**config.mk**
```make
export PLATFORM = sky130hd
export DESIGN_NAME = vbs_sad_pipe
export DESIGN_NICKNAME = d
export VERILOG_FILES = /design/src/rtl/vbs_pkg.sv /design/src/rtl/vbs_row_acc.sv /design/src/rtl/vbs_band_merge.sv /design/src/rtl/vbs_half_merge.sv /design/src/rtl/vbs_sad_pipe.sv
export SDC_FILE = /design/constraint.sdc
export NUM_CORES = 2
export LEC_CHECK = 0
export ABC_AREA = 1
export BUFFER_PORTS_ARGS = -buffer_cell sky130_fd_sc_hd__buf_2
export CAP_MARGIN = 20
export CELL_PAD_IN_SITES_DETAIL_PLACEMENT = 1
export CELL_PAD_IN_SITES_GLOBAL_PLACEMENT = 1
export CORE_UTILIZATION = 30
export CTS_BUF_LIST = sky130_fd_sc_hd__clkbuf_8
export CTS_CLUSTER_DIAMETER = 50
export CTS_CLUSTER_SIZE = 16
export DETAILED_ROUTE_END_ITERATION = 10
export PLACE_DENSITY = 0.6
export SYNTH_ARGS = -nofsm -noshare
export SYNTH_HDL_FRONTEND = slang
export SYNTH_SLANG_ARGS = --single-unit
```
**constraint.sdc**
```tcl
create_clock -name clk -period 7.1 [get_ports clk]
set_clock_uncertainty 0.05 [all_clocks]
set_input_delay 2.13 -clock clk [delete_from_list [all_inputs] [get_ports clk]]
set_output_delay 2.13 -clock clk [all_outputs]
set_load 0.1 [all_outputs]
```
**src/rtl/vbs_pkg.sv**
```systemverilog
package vbs_pkg;

    // Macroblock geometry: a 16x16 block tiled by 4x4 sub-blocks.
    localparam int MB_DIM    = 16;
    localparam int SUB_DIM   = 4;
    localparam int LANES     = MB_DIM / SUB_DIM;
    localparam int PAIRS     = LANES / 2;
    localparam int ROW_W     = $clog2(MB_DIM);
    localparam int SUB_W     = $clog2(SUB_DIM);
    localparam int BAND_W    = $clog2(LANES);
    localparam int MAX_PIX_W = 16;

    typedef logic [ROW_W-1:0] row_idx_t;

    // Strobe plus position tag travelling with a group of sums.
    typedef struct packed {
        logic              vld;
        logic [BAND_W-1:0] band;
    } band_tag_t;

    typedef struct packed {
        logic vld;
        logic half;
    } half_tag_t;

    // Unsigned absolute difference, no sign extension needed.
    function automatic logic [MAX_PIX_W-1:0] abs_diff(
        input logic [MAX_PIX_W-1:0] a,
        input logic [MAX_PIX_W-1:0] b
    );
        return (a >= b) ? (a - b) : (b - a);
    endfunction

endpackage

```
**src/rtl/vbs_row_acc.sv**
```systemverilog
// Stage 1: per-row absolute differences, four column groups, four-row accumulation.
module vbs_row_acc
    import vbs_pkg::*;
#(
    parameter int PIX_W = 8,
    parameter int ACC_W = PIX_W + 4
) (
    input  logic                     clk,
    input  logic                     rst,
    input  logic                     row_vld,
    input  logic                     row_first,
    input  logic [MB_DIM*PIX_W-1:0]  cur_row,
    input  logic [MB_DIM*PIX_W-1:0]  ref_row,
    output logic [LANES*ACC_W-1:0]   sad4_q,
    output band_tag_t                sad4_tag
);

    localparam int PART_W = PIX_W + SUB_W;

    row_idx_t nxt_row;
    row_idx_t row_idx;
    logic     band_start;
    logic     band_end;

    assign row_idx    = row_first ? '0 : nxt_row;
    assign band_start = (row_idx[SUB_W-1:0] == '0);
    assign band_end   = (row_idx[SUB_W-1:0] == '1);

    always_ff @(posedge clk) begin
        if (rst) begin
            nxt_row <= '0;
        end else if (row_vld) begin
            nxt_row <= row_idx + 1'b1;
        end
    end

    for (genvar g = 0; g < LANES; g++) begin : g_lane
        logic [PART_W-1:0] part;
        logic [ACC_W-1:0]  acc;
        logic [ACC_W-1:0]  lane_sad;

        always_comb begin
            part = '0;
            for (int k = 0; k < SUB_DIM; k++) begin
                part = part + PART_W'(abs_diff(
                    MAX_PIX_W'(cur_row[(g*SUB_DIM+k)*PIX_W +: PIX_W]),
                    MAX_PIX_W'(ref_row[(g*SUB_DIM+k)*PIX_W +: PIX_W])));
            end
        end

        always_ff @(posedge clk) begin
            if (rst) begin
                acc      <= '0;
                lane_sad <= '0;
            end else if (row_vld) begin
                acc <= band_start ? ACC_W'(part) : acc + ACC_W'(part);
                if (band_end) begin
                    lane_sad <= acc + ACC_W'(part);
                end
            end
        end

        assign sad4_q[g*ACC_W +: ACC_W] = lane_sad;
    end

    always_ff @(posedge clk) begin
        if (rst) begin
            sad4_tag <= '0;
        end else begin
            sad4_tag.vld <= row_vld && band_end;
            if (row_vld && band_end) begin
                sad4_tag.band <= row_idx[ROW_W-1:SUB_W];
            end
        end
    end

endmodule

```
**src/rtl/vbs_band_merge.sv**
```systemverilog
// Stage 2: horizontal pairs (8x4) and vertical pairs (4x8) of 4x4 sums.
// Loads only on the 4x4 strobe, so its inputs are steady for four rows.
module vbs_band_merge
    import vbs_pkg::*;
#(
    parameter int IN_W  = 12,
    parameter int OUT_W = IN_W + 1
) (
    input  logic                    clk,
    input  logic                    rst,
    input  logic [LANES*IN_W-1:0]   sad4_q,
    input  band_tag_t               sad4_tag,
    output logic [PAIRS*OUT_W-1:0]  sad84_q,
    output band_tag_t               sad84_tag,
    output logic [LANES*OUT_W-1:0]  sad48_q,
    output half_tag_t               sad48_tag
);

    logic lower_band;
    assign lower_band = sad4_tag.band[0];

    for (genvar k = 0; k < PAIRS; k++) begin : g_wide
        logic [OUT_W-1:0] wide_sad;
        always_ff @(posedge clk) begin
            if (rst) begin
                wide_sad <= '0;
            end else if (sad4_tag.vld) begin
                wide_sad <= OUT_W'(sad4_q[(2*k)*IN_W +: IN_W])
                          + OUT_W'(sad4_q[(2*k+1)*IN_W +: IN_W]);
            end
        end
        assign sad84_q[k*OUT_W +: OUT_W] = wide_sad;
    end

    for (genvar g = 0; g < LANES; g++) begin : g_tall
        logic [IN_W-1:0]  upper_hold;
        logic [OUT_W-1:0] tall_sad;
        always_ff @(posedge clk) begin
            if (rst) begin
                upper_hold <= '0;
                tall_sad   <= '0;
            end else if (sad4_tag.vld) begin
                if (lower_band) begin
                    tall_sad <= OUT_W'(upper_hold) + OUT_W'(sad4_q[g*IN_W +: IN_W]);
                end else begin
                    upper_hold <= sad4_q[g*IN_W +: IN_W];
                end
            end
        end
        assign sad48_q[g*OUT_W +: OUT_W] = tall_sad;
    end

    always_ff @(posedge clk) begin
        if (rst) begin
            sad84_tag <= '0;
            sad48_tag <= '0;
        end else begin
            sad84_tag.vld <= sad4_tag.vld;
            sad48_tag.vld <= sad4_tag.vld && lower_band;
            if (sad4_tag.vld) begin
                sad84_tag.band <= sad4_tag.band;
            end
            if (sad4_tag.vld && lower_band) begin
                sad48_tag.half <= sad4_tag.band[BAND_W-1];
            end
        end
    end

endmodule

```
**src/rtl/vbs_half_merge.sv**
```systemverilog
// Stage 3: 8x8 and 16x8 from 4x8 sums; 8x16 and 16x16 from both halves.
// Loads only on the 4x8 strobe, so its inputs are steady for eight rows.
module vbs_half_merge
    import vbs_pkg::*;
#(
    parameter int IN_W   = 13,
    parameter int W88    = IN_W + 1,
    parameter int W168   = IN_W + 2,
    parameter int W816   = IN_W + 2,
    parameter int W1616  = IN_W + 3
) (
    input  logic                   clk,
    input  logic                   rst,
    input  logic [LANES*IN_W-1:0]  sad48_q,
    input  half_tag_t              sad48_tag,
    output logic [PAIRS*W88-1:0]   sad88_q,
    output half_tag_t              sad88_tag,
    output logic [W168-1:0]        sad168_q,
    output half_tag_t              sad168_tag,
    output logic [PAIRS*W816-1:0]  sad816_q,
    output logic                   sad816_vld,
    output logic [W1616-1:0]       sad1616_q,
    output logic                   sad1616_vld
);

    logic [W88-1:0]   quad   [PAIRS];
    logic [W88-1:0]   held   [PAIRS];
    logic [W168-1:0]  band_sum;
    logic [W168-1:0]  held_sum;
    logic             low_half;

    assign low_half = sad48_tag.half;

    always_comb begin
        band_sum = '0;
        held_sum = '0;
        for (int j = 0; j < PAIRS; j++) begin
            quad[j]  = W88'(sad48_q[(2*j)*IN_W +: IN_W])
                     + W88'(sad48_q[(2*j+1)*IN_W +: IN_W]);
            band_sum = band_sum + W168'(quad[j]);
            held_sum = held_sum + W168'(held[j]);
        end
    end

    for (genvar j = 0; j < PAIRS; j++) begin : g_quad
        logic [W88-1:0]  sq_sad;
        logic [W816-1:0] col_sad;
        always_ff @(posedge clk) begin
            if (rst) begin
                sq_sad  <= '0;
                held[j] <= '0;
                col_sad <= '0;
            end else if (sad48_tag.vld) begin
                sq_sad <= quad[j];
                if (low_half) begin
                    col_sad <= W816'(held[j]) + W816'(quad[j]);
                end else begin
                    held[j] <= quad[j];
                end
            end
        end
        assign sad88_q[j*W88 +: W88]     = sq_sad;
        assign sad816_q[j*W816 +: W816]  = col_sad;
    end

    always_ff @(posedge clk) begin
        if (rst) begin
            sad168_q    <= '0;
            sad1616_q   <= '0;
            sad88_tag   <= '0;
            sad168_tag  <= '0;
            sad816_vld  <= 1'b0;
            sad1616_vld <= 1'b0;
        end else begin
            sad88_tag.vld  <= sad48_tag.vld;
            sad168_tag.vld <= sad48_tag.vld;
            sad816_vld     <= sad48_tag.vld && low_half;
            sad1616_vld    <= sad48_tag.vld && low_half;
            if (sad48_tag.vld) begin
                sad88_tag.half  <= low_half;
                sad168_tag.half <= low_half;
                sad168_q        <= band_sum;
                if (low_half) begin
                    sad1616_q <= W1616'(held_sum) + W1616'(band_sum);
                end
            end
        end
    end

endmodule

```
**src/rtl/vbs_sad_pipe.sv**
```systemverilog
// Top: three-stage variable block size SAD pipeline for one search candidate.
module vbs_sad_pipe
    import vbs_pkg::*;
#(
    parameter int PIX_W = 8
) (
    input  logic                          clk,
    input  logic                          rst,
    input  logic                          row_vld,
    input  logic                          row_first,
    input  logic [MB_DIM*PIX_W-1:0]       cur_row,
    input  logic [MB_DIM*PIX_W-1:0]       ref_row,
    output logic [LANES*(PIX_W+4)-1:0]    sad4x4,
    output logic [BAND_W-1:0]             sad4x4_band,
    output logic                          sad4x4_vld,
    output logic [PAIRS*(PIX_W+5)-1:0]    sad8x4,
    output logic [BAND_W-1:0]             sad8x4_band,
    output logic                          sad8x4_vld,
    output logic [LANES*(PIX_W+5)-1:0]    sad4x8,
    output logic                          sad4x8_half,
    output logic                          sad4x8_vld,
    output logic [PAIRS*(PIX_W+6)-1:0]    sad8x8,
    output logic                          sad8x8_half,
    output logic                          sad8x8_vld,
    output logic [PIX_W+6:0]              sad16x8,
    output logic                          sad16x8_half,
    output logic                          sad16x8_vld,
    output logic [PAIRS*(PIX_W+7)-1:0]    sad8x16,
    output logic                          sad8x16_vld,
    output logic [PIX_W+7:0]              sad16x16,
    output logic                          sad16x16_vld
);

    localparam int W4    = PIX_W + 2*SUB_W;
    localparam int W84   = W4 + 1;
    localparam int W88   = W4 + 2;
    localparam int W168  = W4 + 3;
    localparam int W1616 = W4 + 4;

    band_tag_t t4;
    band_tag_t t84;
    half_tag_t t48;
    half_tag_t t88;
    half_tag_t t168;

    vbs_row_acc #(
        .PIX_W (PIX_W),
        .ACC_W (W4)
    ) u_row_acc (
        .clk       (clk),
        .rst       (rst),
        .row_vld   (row_vld),
        .row_first (row_first),
        .cur_row   (cur_row),
        .ref_row   (ref_row),
        .sad4_q    (sad4x4),
        .sad4_tag  (t4)
    );

    vbs_band_merge #(
        .IN_W  (W4),
        .OUT_W (W84)
    ) u_band_merge (
        .clk       (clk),
        .rst       (rst),
        .sad4_q    (sad4x4),
        .sad4_tag  (t4),
        .sad84_q   (sad8x4),
        .sad84_tag (t84),
        .sad48_q   (sad4x8),
        .sad48_tag (t48)
    );

    vbs_half_merge #(
        .IN_W  (W84),
        .W88   (W88),
        .W168  (W168),
        .W816  (W168),
        .W1616 (W1616)
    ) u_half_merge (
        .clk         (clk),
        .rst         (rst),
        .sad48_q     (sad4x8),
        .sad48_tag   (t48),
        .sad88_q     (sad8x8),
        .sad88_tag   (t88),
        .sad168_q    (sad16x8),
        .sad168_tag  (t168),
        .sad816_q    (sad8x16),
        .sad816_vld  (sad8x16_vld),
        .sad1616_q   (sad16x16),
        .sad1616_vld (sad16x16_vld)
    );

    assign sad4x4_band  = t4.band;
    assign sad4x4_vld   = t4.vld;
    assign sad8x4_band  = t84.band;
    assign sad8x4_vld   = t84.vld;
    assign sad4x8_half  = t48.half;
    assign sad4x8_vld   = t48.vld;
    assign sad8x8_half  = t88.half;
    assign sad8x8_vld   = t88.vld;
    assign sad16x8_half = t168.half;
    assign sad16x8_vld  = t168.vld;

endmodule

```
---- After elaboration in Yosys (flattened, before gate mapping) ----
Memory sizes are Yosys's and may differ from the RTL's.
Cells that the tools add are included.
operators by class
  eq/ne operators ......................... 1
  shifts and indexed selects .............. 0
  bitwise gates (word level) .............. 3
  muxes and demuxes ....................... 29
  order comparisons ....................... 16
  multiply operators ...................... 0
  divide/modulo/power cells ............... 0
  reductions and logical operators ........ 8
  $add $sub $neg .......................... 62
operators with widths
  operator                                                       number
  8-bit by 8-bit subtractor with 9-bit output                    32
  10-bit 2-to-1 mux                                              16
  8-bit greater-or-equal comparator                              16
  10-bit adder                                                   12
  12-bit by 12-bit adder with 13-bit output                      6
  14-bit by 14-bit adder with 15-bit output                      4
  12-bit by 10-bit adder with 12-bit output                      4
  12-bit 2-to-1 mux                                              4
  13-bit by 13-bit adder with 14-bit output                      2
  14-bit 2-to-1 mux                                              2
  15-bit by 15-bit adder with 16-bit output                      1
  2-bit AND reduction                                            4
  1-bit 2-to-1 mux                                               6
  4-bit by 1-bit adder with 4-bit output, second input constant  1
  4-bit 2-to-1 mux                                               1
  1-bit logical AND                                              3
  2-bit == test, second input constant                           1
  2-bit zero test                                                1
  1-bit bitwise OR                                               2
  1-bit inverter                                                 1
storage, ports and cells
  input bits .............................. 260
  bits in writable memories ............... 28
  memory bits (read-only) ................. 0
  memories ................................ 1
  output and inout port bits .............. 229
  latch bits .............................. 0
  register bits after elaboration ......... 326
memory list
  memory             depth  bits a word  read ports  clocked after Yosys merged registers in  write ports  line                  RTL
  u_half_merge.held  2      14           2           0                                        2            vbs_half_merge.sv:27  logic [W88-1:0] held [PAIRS];

---- Depth between registers and ports, before layout ----
  word-level depth ........................ 7
  mapped depth ............................ 41
  gate-level depth less buffers ........... 41

---- Hierarchy ----
A second synthesis with hierarchy kept.
unflattened totals
  cells, all modules ...................... 5732
  area, all modules ....................... 38361.8 um2
modules (own cells, without submodules)
  module          area each (um2)  cells an instance  seq. area each (um2)  instances
  vbs_row_acc     21559.4          3257               2062.0                1
  vbs_band_merge  8603.3           1379               2622.5                1
  vbs_half_merge  8199.1           1096               2682.6                1

---- Worst setup path after synthesis ----
No wires, ideal clock.
  kind .................................... input-to-reg
  from .................................... in cur_row[124]
  to ...................................... reg u_row_acc.g_lane[3].lane_sad[11]
  data arrival time ....................... 7.018 ns
  stages .................................. 30
  data required time ...................... 6.932 ns
  buffers on the path ..................... 2
  path slack .............................. -0.086 ns
  cell sequence ........................... inv_1 > ha_1 > buf_4 > nand2_1 > nor2_1 > a41oi_1 > nand2_2 > buf_6 > o211ai_1 > nand2_1 > fa_1 > inv_1 > fa_1 > inv_1 > fa_1 > nand3_1 > nand3_1 > a21oi_1 > nand3_1 > and2_1 > ha_1 > nand2_1 > inv_1 > a22oi_1 > nand3_1 > or2_2 > nand2_1 > nand2_1 > o211ai_1 > inv_1
between the ends
  word-level cells in the longest chain between the ends .. 4
  elaborated cells on any way between the ends .. 6
RTL lines
  element                                                                                           line                RTL
  start, declared                                                                                   vbs_sad_pipe.sv:11  input logic [MB_DIM*PIX_W-1:0] cur_row,
  8-bit by 8-bit subtractor with 9-bit output or 8-bit greater-or-equal comparator (tied branches)  vbs_pkg.sv:31       return (a >= b) ? (a - b) : (b - a);
  10-bit 2-to-1 mux (*)                                                                             vbs_pkg.sv:31
  10-bit adder (*)                                                                                  vbs_row_acc.sv:45   part = part + PART_W'(abs_diff(
  12-bit by 10-bit adder with 12-bit output (*)                                                     vbs_row_acc.sv:58   lane_sad <= acc + ACC_W'(part);
  end signal, assigned                                                                              vbs_row_acc.sv:58
  end, declared                                                                                     vbs_row_acc.sv:40   logic [ACC_W-1:0] lane_sad;
Mark *: on every way between the ends. The rest lies on a longest branch, timed or not.
A chain may end at the register's enable or synchronous reset.

---- Worst setup path after layout ----
  from .................................... in cur_row[78]
  to ...................................... reg u_row_acc.g_lane[2].lane_sad[10]
between the ends
  word-level cells in the longest chain between the ends .. 6
  elaborated cells on any way between the ends .. 8
RTL lines
  element                                                                                           line
  8-bit by 8-bit subtractor with 9-bit output or 8-bit greater-or-equal comparator (tied branches)  vbs_pkg.sv:31
  10-bit 2-to-1 mux (*)                                                                             vbs_pkg.sv:31
  10-bit adder (*) (3 in series)                                                                    vbs_row_acc.sv:45
  12-bit by 10-bit adder with 12-bit output (*)                                                     vbs_row_acc.sv:58
  end signal, assigned                                                                              vbs_row_acc.sv:58
  end, declared                                                                                     vbs_row_acc.sv:40
Marks and branches as above.

==> results.json <==
{
  "hold-path-endpoint": "u_half_merge.g_quad[1].sq_sad[6]$_SDFFE_PP0P_",
  "yosysWarnings": 0,
  "die_area_sq_um": 127000,
  "leakagePower_uw": 0.0274,
  "rr_endpoint": "u_half_merge.sad1616_q[13]$_SDFFE_PP0P_",
  "synth.net_count": 6434,
  "synth_edf_count": 28,
  "cpMostUsedCell": "nand2_1",
  "synth_flop_cell": "dfxtp_1",
  "grt_start_max_net_pins": 101,
  "yosys.area.top_type": "dfxtp_1",
  "drive_above_1_share": 0.231,
  "hold_viol": 0,
  "grt_pass1_wl_microns": 227000,
  "routabilityCongestion": 0.918,
  "maxSlewViolCount": 0,
  "reg2reg_depth": 24,
  "async_reset_ff_frac": 0,
  "synthSimpleGateAreaFrac": 0.222,
  "synth-seq-cells": 354,
  "cp_slowest_cell": "fa_1",
  "synthXorXnorAreaFrac": 0.0557,
  "portBuffers": 488,
  "clkTransAtPathRegs_ps": 80,
  "cellPowerDensity_nw_per_um2": 400,
  "ys_top_cells_by_area": "dfxtp_1 (17%), ha_1 (16%), nand2_1 (11%)",
  "synth_cells": 5544,
  "cts_buffer_depth": 3,
  "fp.dieH_microns": 357,
  "dp_hpwl_microns": 124000,
  "crit_family": "adder cells",
  "synth_commonest_cells": "nand2_1 (1084), inv_1 (1042), ha_1 (496)",
  "place_ws_ps": -675,
  "drt_wl_total_microns": 148000,
  "h-tree-depth": 3,
  "chipWidth_microns": 357,
  "finalSetupTns_ps": 0,
  "ant_nets": 0,
  "fmax_mhz": 146,
  "numCtsBuffers": 68,
  "timing.hold.ws_ps": 403,
  "critPathBufInv": 7,
  "numClockSinks": 354,
  "rsz0062_at_grt": "true",
  "hold_buffers": 0,
  "reg2reg_slack_ps": 1700,
  "hold_path_class": "flop to flop",
  "rows": 129,
  "viasPerCell": 4.77,
  "vias": 39900,
  "drc": 0,
  "synth_top_family_by_area": "adder cells",
  "cts_root_buf": "clkbuf_8",
  "relSlewSlack": 0.291,
  "r2r-start": "u_band_merge.g_tall[2].tall_sad[2]$_SDFFE_PP0P_",
  "crit_cells": 35,
  "synth_compound_area_frac": 0.164,
  "layout.nets": 7547,
  "clk_latency_ps": 690,
  "holdPathStages": 2,
  "grt_pass1_vias": 41200,
  "layout_min_cycle_time_ps": 6840,
  "critPathLaunchType": "input pin",
  "ys_seq_area_frac": 0.195,
  "synth-adder-area-share": 0.235,
  "syn_area_per_cell_sq_um": 6.81,
  "drt_iter0_drc": 1524,
  "firstDrtPassIters": 5,
  "max-cap-violations": 0,
  "outcome": "finished, final reports clean",
  "antenna_found_initial": 10,
  "cts_tree": "built",
  "ys_types": 58,
  "path_class": "input pin to flop",
  "hp-start": "u_half_merge.g_quad[1].sq_sad[6]$_SDFFE_PP0P_",
  "top_level_ports": 489,
  "endpoint_kind": "flop",
  "synth_top_area_share": 0.173,
  "vdd_drop_max_mv": 0.375,
  "grt_overflow": 0,
  "critPathMaxFanout": 7,
  "finalSetupViolCount": 0,
  "area_growth_pct": 30.2,
  "track_usage": 0.227,
  "yosysMostFrequentCell": "nand2_1",
  "max_slew.worst_pin.slew_ps": 1060,
  "start_util": 0.304,
  "critPathMaxStageDelay_ps": 490,
  "timing.final.ws_setup_ps": 260,
  "wl_per_cell_microns": 17.7,
  "syn_area_sq_um": 37800,
  "synthMuxAreaShare": 0.00388,
  "required_ps": 7600,
  "cp.arrival_ps": 7340,
  "period_share": 0.963,
  "core_sq_um": 124000
}
stage by stage:
step,utilization,area (sq um),total power [uW],cells
detailed placement,0.377,46800,16600,8215
CTS,0.389,48400,19200,8341
floorplan,-,37800,9870,5544
global route,0.396,49200,21700,8352
global placement,0.377,46800,16300,8215
finish,0.396,49200,19700,8355
per-layer routing:
layer / routed length (microns) / vias to the layer above / GRT usage
met3: 8490 / 198 / 0.0524
met1: 67600 / 19000 / 0.290
li1: - / 20000 / -
met4: 4140 / 10 / 0.0633
met5: 68 / - / 0
met2: 67600 / 673 / 0.380
worst max path at each step:
stage | startpoint | slack, ps | to
final | cur_row[78] | 260 | u_row_acc.g_lane[2].lane_sad[10]$_SDFFE_PP0P_
after global routing | cur_row[78] | -100 | u_row_acc.g_lane[2].lane_sad[10]$_SDFFE_PP0P_
after CTS | cur_row[90] | 60 | u_row_acc.g_lane[2].lane_sad[10]$_SDFFE_PP0P_
after detailed placement | cur_row[90] | -680 | u_row_acc.g_lane[2].lane_sad[11]$_SDFFE_PP0P_
after global placement | cur_row[50] | -570 | u_row_acc.g_lane[1].lane_sad[11]$_SDFFE_PP0P_
after floorplan | cur_row[124] | 0.4 | u_row_acc.g_lane[3].lane_sad[10]$_SDFFE_PP0P_
flip-flops by register name, indices dropped and copies added, names as in the netlist, 3 cells and up:
register                        count
u_row_acc.nxt_row                   4
u_half_merge.sad168_q              15
u_row_acc.g_lane.acc               48
u_band_merge.g_tall.tall_sad       52
u_row_acc.g_lane.lane_sad          48
u_band_merge.g_wide.wide_sad       26
u_half_merge.g_quad.sq_sad         28
u_band_merge.sad84_tag              3
u_half_merge.sad1616_q             16
u_row_acc.sad4_tag                  3
u_half_merge.held                  28
u_half_merge.g_quad.col_sad        30
u_band_merge.g_tall.upper_hold     48
kinds of logic (layout without fill, tap and decap cells):
family                   after synthesis  in the layout
AO/OA/AOI/OAI                       1083           1083
AND/OR/NAND/NOR                     2023           2023
adder cells (fa/ha/maj)              630            630
XOR/XNOR                             240            240
multiplexers                          13             13
other                                  0              5
buffers and inverters               1201           2370
flip-flops                           354            354
layout by cell type, fill, tap and decap left out, drive strengths merged, types with 5 or more instances in the layout:
master	count
a41oi	5
nor3	38
bufinv	7
or2	23
a31oi	33
edfxtp	28
nor4	5
nor2	470
o21bai	26
fa	134
o211ai	67
nand4	46
nand3	314
a211oi	12
o22ai	6
xnor2	68
xor2	172
clkbuf	73
o21a	10
ha	496
dfxtp	326
o21ai	405
inv	1071
nand2	1116
clkinv	18
buf	1189
mux2	13
a21o	40
o221ai	38
a21oi	402
clkinvlp	12
o31ai	8
diode	5
a21boi	13
worst reg2reg max path, stage by stage, from the launching register on:
cell      delay [ps]
dfxtp_1          440
ha_1             340
a21oi_1          200
o21ai_0          130
a21oi_1          300
o21bai_1         120
xor2_1           590
ha_1             390
inv_1            100
o21ai_0          130
a21oi_1          190
nand3_1          160
xor2_1           310
fa_1             470
inv_1             70
ha_1             290
a21oi_1          200
a21boi_0         200
nand3_1          150
nand2_1          110
nand2_1           70
nand2_1           70
nand3_1           90
o211ai_1         120
inv_1             50
where the power goes:
group	leakage [uW]	total [uW]	internal, uW	switching [uW]
combinational	0.0237	15100	7140	7950
clock	0.000783	2410	1280	1140
sequential	0.00292	2180	2100	73.0
total	0.0274	19700	10500	9160
final cells by class:
type | instances | area [sq um]
clock buffers | 73 | 1000
clock inverters | 53 | 578
fillers | 16000 | 75100
inverters | 1055 | 3970
multi-input cells | 3989 | 26500
diodes | 5 | 12.5
flip-flops and latches | 354 | 7370
repair buffers | 1189 | 7710
well taps | 1637 | 2050
timing repair:
action	in CTS	in global routing
setup buffers	0	9
setup endpoints to repair	0	54
resized for setup	0	151
(Power assumes the default switching activity.)
